`config.mk`:
```
export PLATFORM = sky130hd
export DESIGN_NAME = evt_wake_agg
export DESIGN_NICKNAME = d
export VERILOG_FILES = /design/src/rtl/evt_wake_pkg.sv /design/src/rtl/cfg_line_bank.sv /design/src/rtl/dir_line_bank.sv /design/src/rtl/evt_pulse_gen.sv /design/src/rtl/wake_sync.sv /design/src/rtl/evt_wake_agg.sv
export SDC_FILE = /design/constraint.sdc
export NUM_CORES = 1
export LEC_CHECK = 0
export ABC_CLOCK_PERIOD_IN_PS = 1200
export BUFFER_PORTS_ARGS = -buffer_cell sky130_fd_sc_hd__buf_2
export CORE_ASPECT_RATIO = 0.9
export CORE_MARGIN = 3
export CORE_UTILIZATION = 32
export DETAILED_ROUTE_END_ITERATION = 12
export MAX_ROUTING_LAYER = met4
export PLACE_DENSITY = 0.79
export SLEW_MARGIN = 20
export SYNTH_ARGS = -nofsm -noshare
export SYNTH_HDL_FRONTEND = slang
export SYNTH_SLANG_ARGS = --single-unit
```
`constraint.sdc`:
```
create_clock -name clk_i -period 1.2 [get_ports clk_i]
set_input_delay 0.18 -clock clk_i [delete_from_list [all_inputs] [get_ports clk_i]]
set_output_delay 0.18 -clock clk_i [all_outputs]
set_load 0.01 [all_outputs]
```
`src/rtl/evt_wake_pkg.sv`:
```
`timescale 1ns/1ps
package evt_wake_pkg;
  localparam int unsigned N_CFG_DEF = 18;
  localparam int unsigned N_DIR_DEF = 16;
  localparam int unsigned SYNC_DEF  = 2;

  typedef struct packed {
    logic evt;
    logic wake;
  } bank_sum_t;
endpackage

```
`src/rtl/cfg_line_bank.sv`:
```
`timescale 1ns/1ps
module cfg_line_bank
  import evt_wake_pkg::*;
#(
  parameter int unsigned N = N_CFG_DEF
) (
  input  logic [N-1:0] trig_i,
  input  logic [N-1:0] pend_i,
  input  logic [N-1:0] imask_i,
  input  logic [N-1:0] emask_i,
  output bank_sum_t    sum_o
);
  logic [N-1:0] evt_l;
  logic [N-1:0] wake_l;

  for (genvar g = 0; g < N; g++) begin : g_line
    assign evt_l[g]  = trig_i[g] & emask_i[g];
    assign wake_l[g] = (trig_i[g] | pend_i[g]) & (imask_i[g] | emask_i[g]);
  end

  assign sum_o.evt  = |evt_l;
  assign sum_o.wake = |wake_l;
endmodule

```
`src/rtl/dir_line_bank.sv`:
```
`timescale 1ns/1ps
module dir_line_bank
  import evt_wake_pkg::*;
#(
  parameter int unsigned N = N_DIR_DEF
) (
  input  logic         clk_i,
  input  logic         rst_ni,
  input  logic [N-1:0] req_i,
  input  logic [N-1:0] imask_i,
  input  logic [N-1:0] emask_i,
  output bank_sum_t    sum_o
);
  logic [N-1:0] req_q;
  logic [N-1:0] evt_l;
  logic [N-1:0] wake_l;

  for (genvar g = 0; g < N; g++) begin : g_line
    always_ff @(posedge clk_i or negedge rst_ni) begin
      if (!rst_ni) req_q[g] <= 1'b0;
      else         req_q[g] <= req_i[g];
    end
    // rising edge only; pending state is the held level itself
    assign evt_l[g]  = req_i[g] & ~req_q[g] & emask_i[g];
    assign wake_l[g] = req_i[g] & (imask_i[g] | emask_i[g]);
  end

  assign sum_o.evt  = |evt_l;
  assign sum_o.wake = |wake_l;


  dir_evt_needs_rise_chk: assert property (@(posedge clk_i) disable iff (!rst_ni)
    sum_o.evt |-> (|(req_i & ~req_q)));
endmodule

```
`src/rtl/evt_pulse_gen.sv`:
```
`timescale 1ns/1ps
module evt_pulse_gen (
  input  logic clk_i,
  input  logic rst_ni,
  input  logic req_i,
  output logic pulse_o
);
  logic req_q;

  always_ff @(posedge clk_i or negedge rst_ni) begin
    if (!rst_ni) begin
      req_q   <= 1'b0;
      pulse_o <= 1'b0;
    end else begin
      req_q   <= req_i;
      pulse_o <= req_i & ~req_q;
    end
  end


  pulse_single_chk: assert property (@(posedge clk_i) disable iff (!rst_ni)
    pulse_o |=> !pulse_o);

  pulse_from_req_chk: assert property (@(posedge clk_i) disable iff (!rst_ni)
    pulse_o |-> $past(req_i));
endmodule

```
`src/rtl/wake_sync.sv`:
```
`timescale 1ns/1ps
module wake_sync
  import evt_wake_pkg::*;
#(
  parameter int unsigned STAGES = SYNC_DEF
) (
  input  logic clk_i,
  input  logic rst_ni,
  input  logic sys_wake_i,
  input  logic clk_run_i,
  output logic cpu_wake_o
);
  logic [STAGES-1:0] sync_q;

  for (genvar s = 0; s < STAGES; s++) begin : g_stage
    if (s == 0) begin : g_first
      always_ff @(posedge clk_i or negedge rst_ni) begin
        if (!rst_ni) sync_q[s] <= 1'b0;
        else         sync_q[s] <= sys_wake_i;
      end
    end else begin : g_next
      always_ff @(posedge clk_i or negedge rst_ni) begin
        if (!rst_ni) sync_q[s] <= 1'b0;
        else         sync_q[s] <= sync_q[s-1];
      end
    end
  end

  assign cpu_wake_o = sync_q[STAGES-1] & clk_run_i;

  if (STAGES == 2) begin : g_chk

    cpu_wake_delay_chk: assert property (@(posedge clk_i) disable iff (!rst_ni)
      cpu_wake_o |-> $past(sys_wake_i, 2));
  end
endmodule

```
`src/rtl/evt_wake_agg.sv`:
```
`timescale 1ns/1ps
module evt_wake_agg
  import evt_wake_pkg::*;
#(
  parameter int unsigned N_CFG = N_CFG_DEF,
  parameter int unsigned N_DIR = N_DIR_DEF,
  parameter int unsigned SYNC_STAGES = SYNC_DEF
) (
  input  logic             clk_i,
  input  logic             rst_ni,
  input  logic [N_CFG-1:0] cfg_trig_i,
  input  logic [N_CFG-1:0] cfg_pend_i,
  input  logic [N_CFG-1:0] cfg_imask_i,
  input  logic [N_CFG-1:0] cfg_emask_i,
  input  logic [N_DIR-1:0] dir_req_i,
  input  logic [N_DIR-1:0] dir_imask_i,
  input  logic [N_DIR-1:0] dir_emask_i,
  input  logic             clk_run_i,
  output logic             evt_pulse_o,
  output logic             sys_wake_o,
  output logic             cpu_wake_o
);
  bank_sum_t cfg_sum;
  bank_sum_t dir_sum;
  logic      evt_req;

  cfg_line_bank #(.N(N_CFG)) u_cfg (
    .trig_i (cfg_trig_i),
    .pend_i (cfg_pend_i),
    .imask_i(cfg_imask_i),
    .emask_i(cfg_emask_i),
    .sum_o  (cfg_sum)
  );

  dir_line_bank #(.N(N_DIR)) u_dir (
    .clk_i  (clk_i),
    .rst_ni (rst_ni),
    .req_i  (dir_req_i),
    .imask_i(dir_imask_i),
    .emask_i(dir_emask_i),
    .sum_o  (dir_sum)
  );

  assign evt_req = cfg_sum.evt | dir_sum.evt;

  evt_pulse_gen u_pulse (
    .clk_i  (clk_i),
    .rst_ni (rst_ni),
    .req_i  (evt_req),
    .pulse_o(evt_pulse_o)
  );

  // no clock in this path
  assign sys_wake_o = cfg_sum.wake | dir_sum.wake | evt_req;

  wake_sync #(.STAGES(SYNC_STAGES)) u_sync (
    .clk_i     (clk_i),
    .rst_ni    (rst_ni),
    .sys_wake_i(sys_wake_o),
    .clk_run_i (clk_run_i),
    .cpu_wake_o(cpu_wake_o)
  );


  pulse_needs_emask_chk: assert property (@(posedge clk_i) disable iff (!rst_ni)
    evt_pulse_o |-> $past((|cfg_emask_i) | (|dir_emask_i)));

  dir_hold_wakes_chk: assert property (@(posedge clk_i) disable iff (!rst_ni)
    (|(dir_req_i & (dir_imask_i | dir_emask_i))) |-> sys_wake_o);
endmodule

```
== After elaboration in Yosys (flattened, before gate mapping) ==
Cells that the tools add are included.
Widths: inputs -> output; s select.
Storage, ports and cells
  register bits after elaboration: 20
  output and inout port bits: 3
  input port bits: 123
  word-level logic and storage cells: 182
Operators by class
  reductions and logical operators: 4
  bitwise logic cells: 158
Operators by type and width (count)
  $and 1x1->1: 86
  $or 1x1->1: 55
  $reduce_or 18->1: 2
  $reduce_or 16->1: 2
  $not 1->1: 17

== Depth between registers and ports, before layout ==
  word-level depth: 6
  mapped depth: 4
  mapped depth without buffers: 4

== Cells and area by module ==
From an unflattened synthesis, not the netlist that was laid out.
Second synthesis, totals
  cells, all modules: 101
  area, all modules: 1057.3 um^2
Modules (own cells, without submodules)
  dir_line_bank: seq. area each 400.4 um^2, cells an instance 58, area an instance 665.6 um^2, times used 1
  cfg_line_bank: seq. area each 0.0 um^2, cells an instance 35, area an instance 257.7 um^2, times used 1
  evt_pulse_gen: seq. area each 50.0 um^2, cells an instance 3, area an instance 63.8 um^2, times used 1
  wake_sync: seq. area each 50.0 um^2, cells an instance 3, area an instance 56.3 um^2, times used 1
  evt_wake_agg: seq. area each 0.0 um^2, cells an instance 2, area an instance 13.8 um^2, times used 1

== Worst setup path before layout ==
No wires, ideal clock.
  kind: in2out
  start point: input port cfg_trig_i[13]
  end point: output port sys_wake_o
  data required time: 1.020 ns
  stages on the path: 4
  arrival time: 0.845 ns
  path slack: 0.175 ns
  buffers on the path: 0
  path through: o22ai_1 -> nand4_1 -> nor4_1 -> nand3_1
On the way
  cells in the longest elaborated chain, start to end: 5
  elaborated cells on any way between the ends: 8
  those cells by class: bitwise: 6; reduce/logical: 2
RTL lines
  from (decl): RTL line evt_wake_agg.sv:11  | input logic [N_CFG-1:0] cfg_trig_i,
  $or 1x1->1: RTL line cfg_line_bank.sv:18  | assign wake_l[g] = (trig_i[g] | pend_i[g]) & (imask_i[g] | emask_i[g]);
  $and 1x1->1: RTL line cfg_line_bank.sv:18
  $reduce_or 18->1: RTL line cfg_line_bank.sv:22  | assign sum_o.wake = |wake_l;
  $or 1x1->1: RTL line evt_wake_agg.sv:54  | assign sys_wake_o = cfg_sum.wake | dir_sum.wake | evt_req;
  $or 1x1->1 (*): RTL line evt_wake_agg.sv:54
  to (decl): RTL line evt_wake_agg.sv:20  | output logic sys_wake_o,
Mark *: on every way between the ends. The rest lies on a longest branch, timed or not.

== Worst setup path after layout ==
  start point: input port cfg_pend_i[14]
  end point: output port sys_wake_o
On the way
  cells in the longest elaborated chain, start to end: 5
RTL lines
  from (decl): RTL line evt_wake_agg.sv:12  | input logic [N_CFG-1:0] cfg_pend_i,
  $or 1x1->1: RTL line cfg_line_bank.sv:18
  $and 1x1->1: RTL line cfg_line_bank.sv:18
  $reduce_or 18->1: RTL line cfg_line_bank.sv:22
  $or 1x1->1 (2 in a row): RTL line evt_wake_agg.sv:54
Every way passes these cells.

==> impl_metrics.ini <==
[timing]
min_period_ns = 1.32
timing.final.crit_share = 1.10
hold_viol_final = 0
fmax_mhz = 758
setup_viol = 1
worst_slew_pin_slew_ns = 0.440
slew_headroom = 0.707
finClkSkew_ns = 0.00761
setup_ws_ns = -0.120
rsz0062_at_grt = yes
drv_slew = 0
holdWs_ns = 0.0137

[worst_hold_path]
hp-start = dir_req_i[8]
hold_end = u_dir.req_q[8]
min_path_type = input pin to flop
hold_depth = 1

[final_layout]
seq_area_um2 = 500
layout_commonest_cell = buf_2
antennaDiodeCount = 0
fill_cells = 246
final_util = 0.711
multi_input_area_um2 = 568
layout_common_cells = buf_2 (123), buf_4 (31), dfrtp_1 (20)
final_nets = 392
drive_gt1_frac = 0.631
syn_to_final_growth_pct = 101

[die]
die_h_um = 59.8
die_area_um2 = 3930
die_width_um = 65.8
io_pins = 126
row_count = 18
placeableCoreArea_um2 = 2910
start_util = 0.354

[routing]
vias_per_cell = 4.92
first_pass_iters = 5
totalWireLength_um = 4630
drc = 0
wl_per_cell_um = 15.0
first_iter_violations = 66
ant_nets = 0
num_vias = 1514

[critical_path]
slowest_delay_ns = 0.27
crit_required_ns = 1.02
critPathSlowestCell = nor4_1
r2r.worst_path.cells = 4
cp_max_fo = 2
reg2reg_from = u_dir.req_q[14]
crit_buf_inv = 2
start_kind = input pin
criticalPathCategory = input pin to output pin
endpoint_kind = output pin
cp_top_family = simple AND/OR/NAND/NOR gates
arrival_ns = 1.14
r2r_end = u_pulse.pulse_o
crit_path_cell_trace = buf_6, o22ai_2, nand4_1, nor4_1, nand3_1, buf_2
r2r_slack_ns = 0.12

[global_route]
grt_pass1_vias = 1456
grt_max_degree = 21
grt_remaining_overflow = 0
grt_use_total = 0.228
antenna_found_initial = 0
grt_pass1_wl_um = 6530

[yosys]
synth_cells = 104
ys_seq_area_frac = 0.487
yosys_warnings = 0
postSynthAreaPerCell_um2 = 9.89
syn_nets = 227
netlist_area_um2 = 1030
synth-seq-cells = 20
synth_cell_type_count = 17

[place]
portBuffers = 125
gp_congestion = 0.908
dp_hpwl_um = 3920

[run]
maxCapViolations = 0

[clock_tree]
clock_latency_ns = 0.31
path_clk_slew_ns = 0.12
cts_root_buffer = clkbuf_4
htreeDepth = 1
cts_setup_buffers = 0
cts_sinks = 20
numCtsBuffers = 3
cts_tree = done
cts_buffer_depth = 2

[status]
violations = negative setup slack
outcome = complete, but fails checks

[power_and_ir_drop]
peakVddDrop_mv = 0.501
powerDensity_nw_per_um2 = 771
p_leak_nw = 1.05
-- per-stage QoR --
stage          std cells  cell area (um^2)  setup TNS, ns  total power [W]  setup WS, ns
2_1_floorplan        104              1030              0         0.000824         0.175
3_3_place_gp         300              1940         -0.415          0.00116        -0.199
3_5_place_dp         300              1940         -0.423          0.00117        -0.213
4_1_cts              306              2030         -0.109          0.00158        -0.109
5_1_grt              308              2070         -0.192          0.00167        -0.192
6_report             308              2070         -0.120          0.00159        -0.120
-- cells in the mapped netlist (all sizes together) --
master	instances	area, um^2
a221oi	1	15.0
a22o	1	8.76
a22oi	7	52.6
a41oi	1	8.76
and2	1	6.26
and4	1	8.76
dfrtp	20	500
nand2	5	18.8
nand3	1	5.00
nand3b	13	97.6
nand4	12	75.1
nor2	1	3.75
nor3	3	15.0
nor4	1	6.26
o21ai	17	85.1
o221ai	1	8.76
o22ai	18	113
-- report_power, final --
part | leakage [nW] | switching [W] | internal [W]
sequential | 0.227 | 0.00000544 | 0.000700
clock | 0.0210 | 0.000210 | 0.000185
combinational | 0.801 | 0.000200 | 0.000292
-- layer usage --
layer,global-route usage,up-vias,routed length [um]
met5,-,-,0
met4,0.0444,0,42
met3,0.0414,7,310
met2,0.374,60,2310
met1,0.296,683,1970
li1,-,764,-
-- kinds of logic after synthesis --
kind of cell | Yosys count | synth area share
simple gates | 38 | 0.230
compound gates | 46 | 0.283
flops | 20 | 0.487
-- repair_timing --
item | CTS | global route
gates resized for setup | 11 | 4
hold buffers | 2 | 2
endpoints found under the hold margin | 21 | 2
setup endpoints to repair | 1 | 2
pin swaps | 6 | 0
-- worst reg2reg max path, cell delays in order, from the launching register on --
cell	delay [ns]
dfrtp_1	0.33
nand3b_1	0.11
nand4_1	0.13
nor3_2	0.26
a41oi_1	0.13
-- sequential cells by signal (all words and copies together), names as in the netlist --
name and flops:
u_dir.req_q 16, u_pulse.pulse_o 1, u_pulse.req_q 1, u_sync.sync_q 2
-- area by class of cell --
| class | count | area share |
|---|---|---|
| repair buffers | 160 | 0.441 |
| well taps | 40 | 0.0242 |
| flip-flops and latches | 20 | 0.242 |
| clock buffers | 4 | 0.0176 |
| multi-input cells | 84 | 0.275 |
-- worst max path at each step --
stage / from / slack (ns) / to / cells past startpoint
6_report: cfg_pend_i[14] / -0.12 / sys_wake_o / 6
5_1_grt: dir_emask_i[3] / -0.19 / sys_wake_o / 6
4_1_cts: cfg_pend_i[14] / -0.11 / sys_wake_o / 6
3_5_place_dp: dir_emask_i[8] / -0.21 / sys_wake_o / 6
3_3_place_gp: cfg_trig_i[14] / -0.20 / sys_wake_o / 6
2_1_floorplan: cfg_trig_i[13] / 0.17 / sys_wake_o / 4
Note: power is estimated with default switching activity, not from simulation.
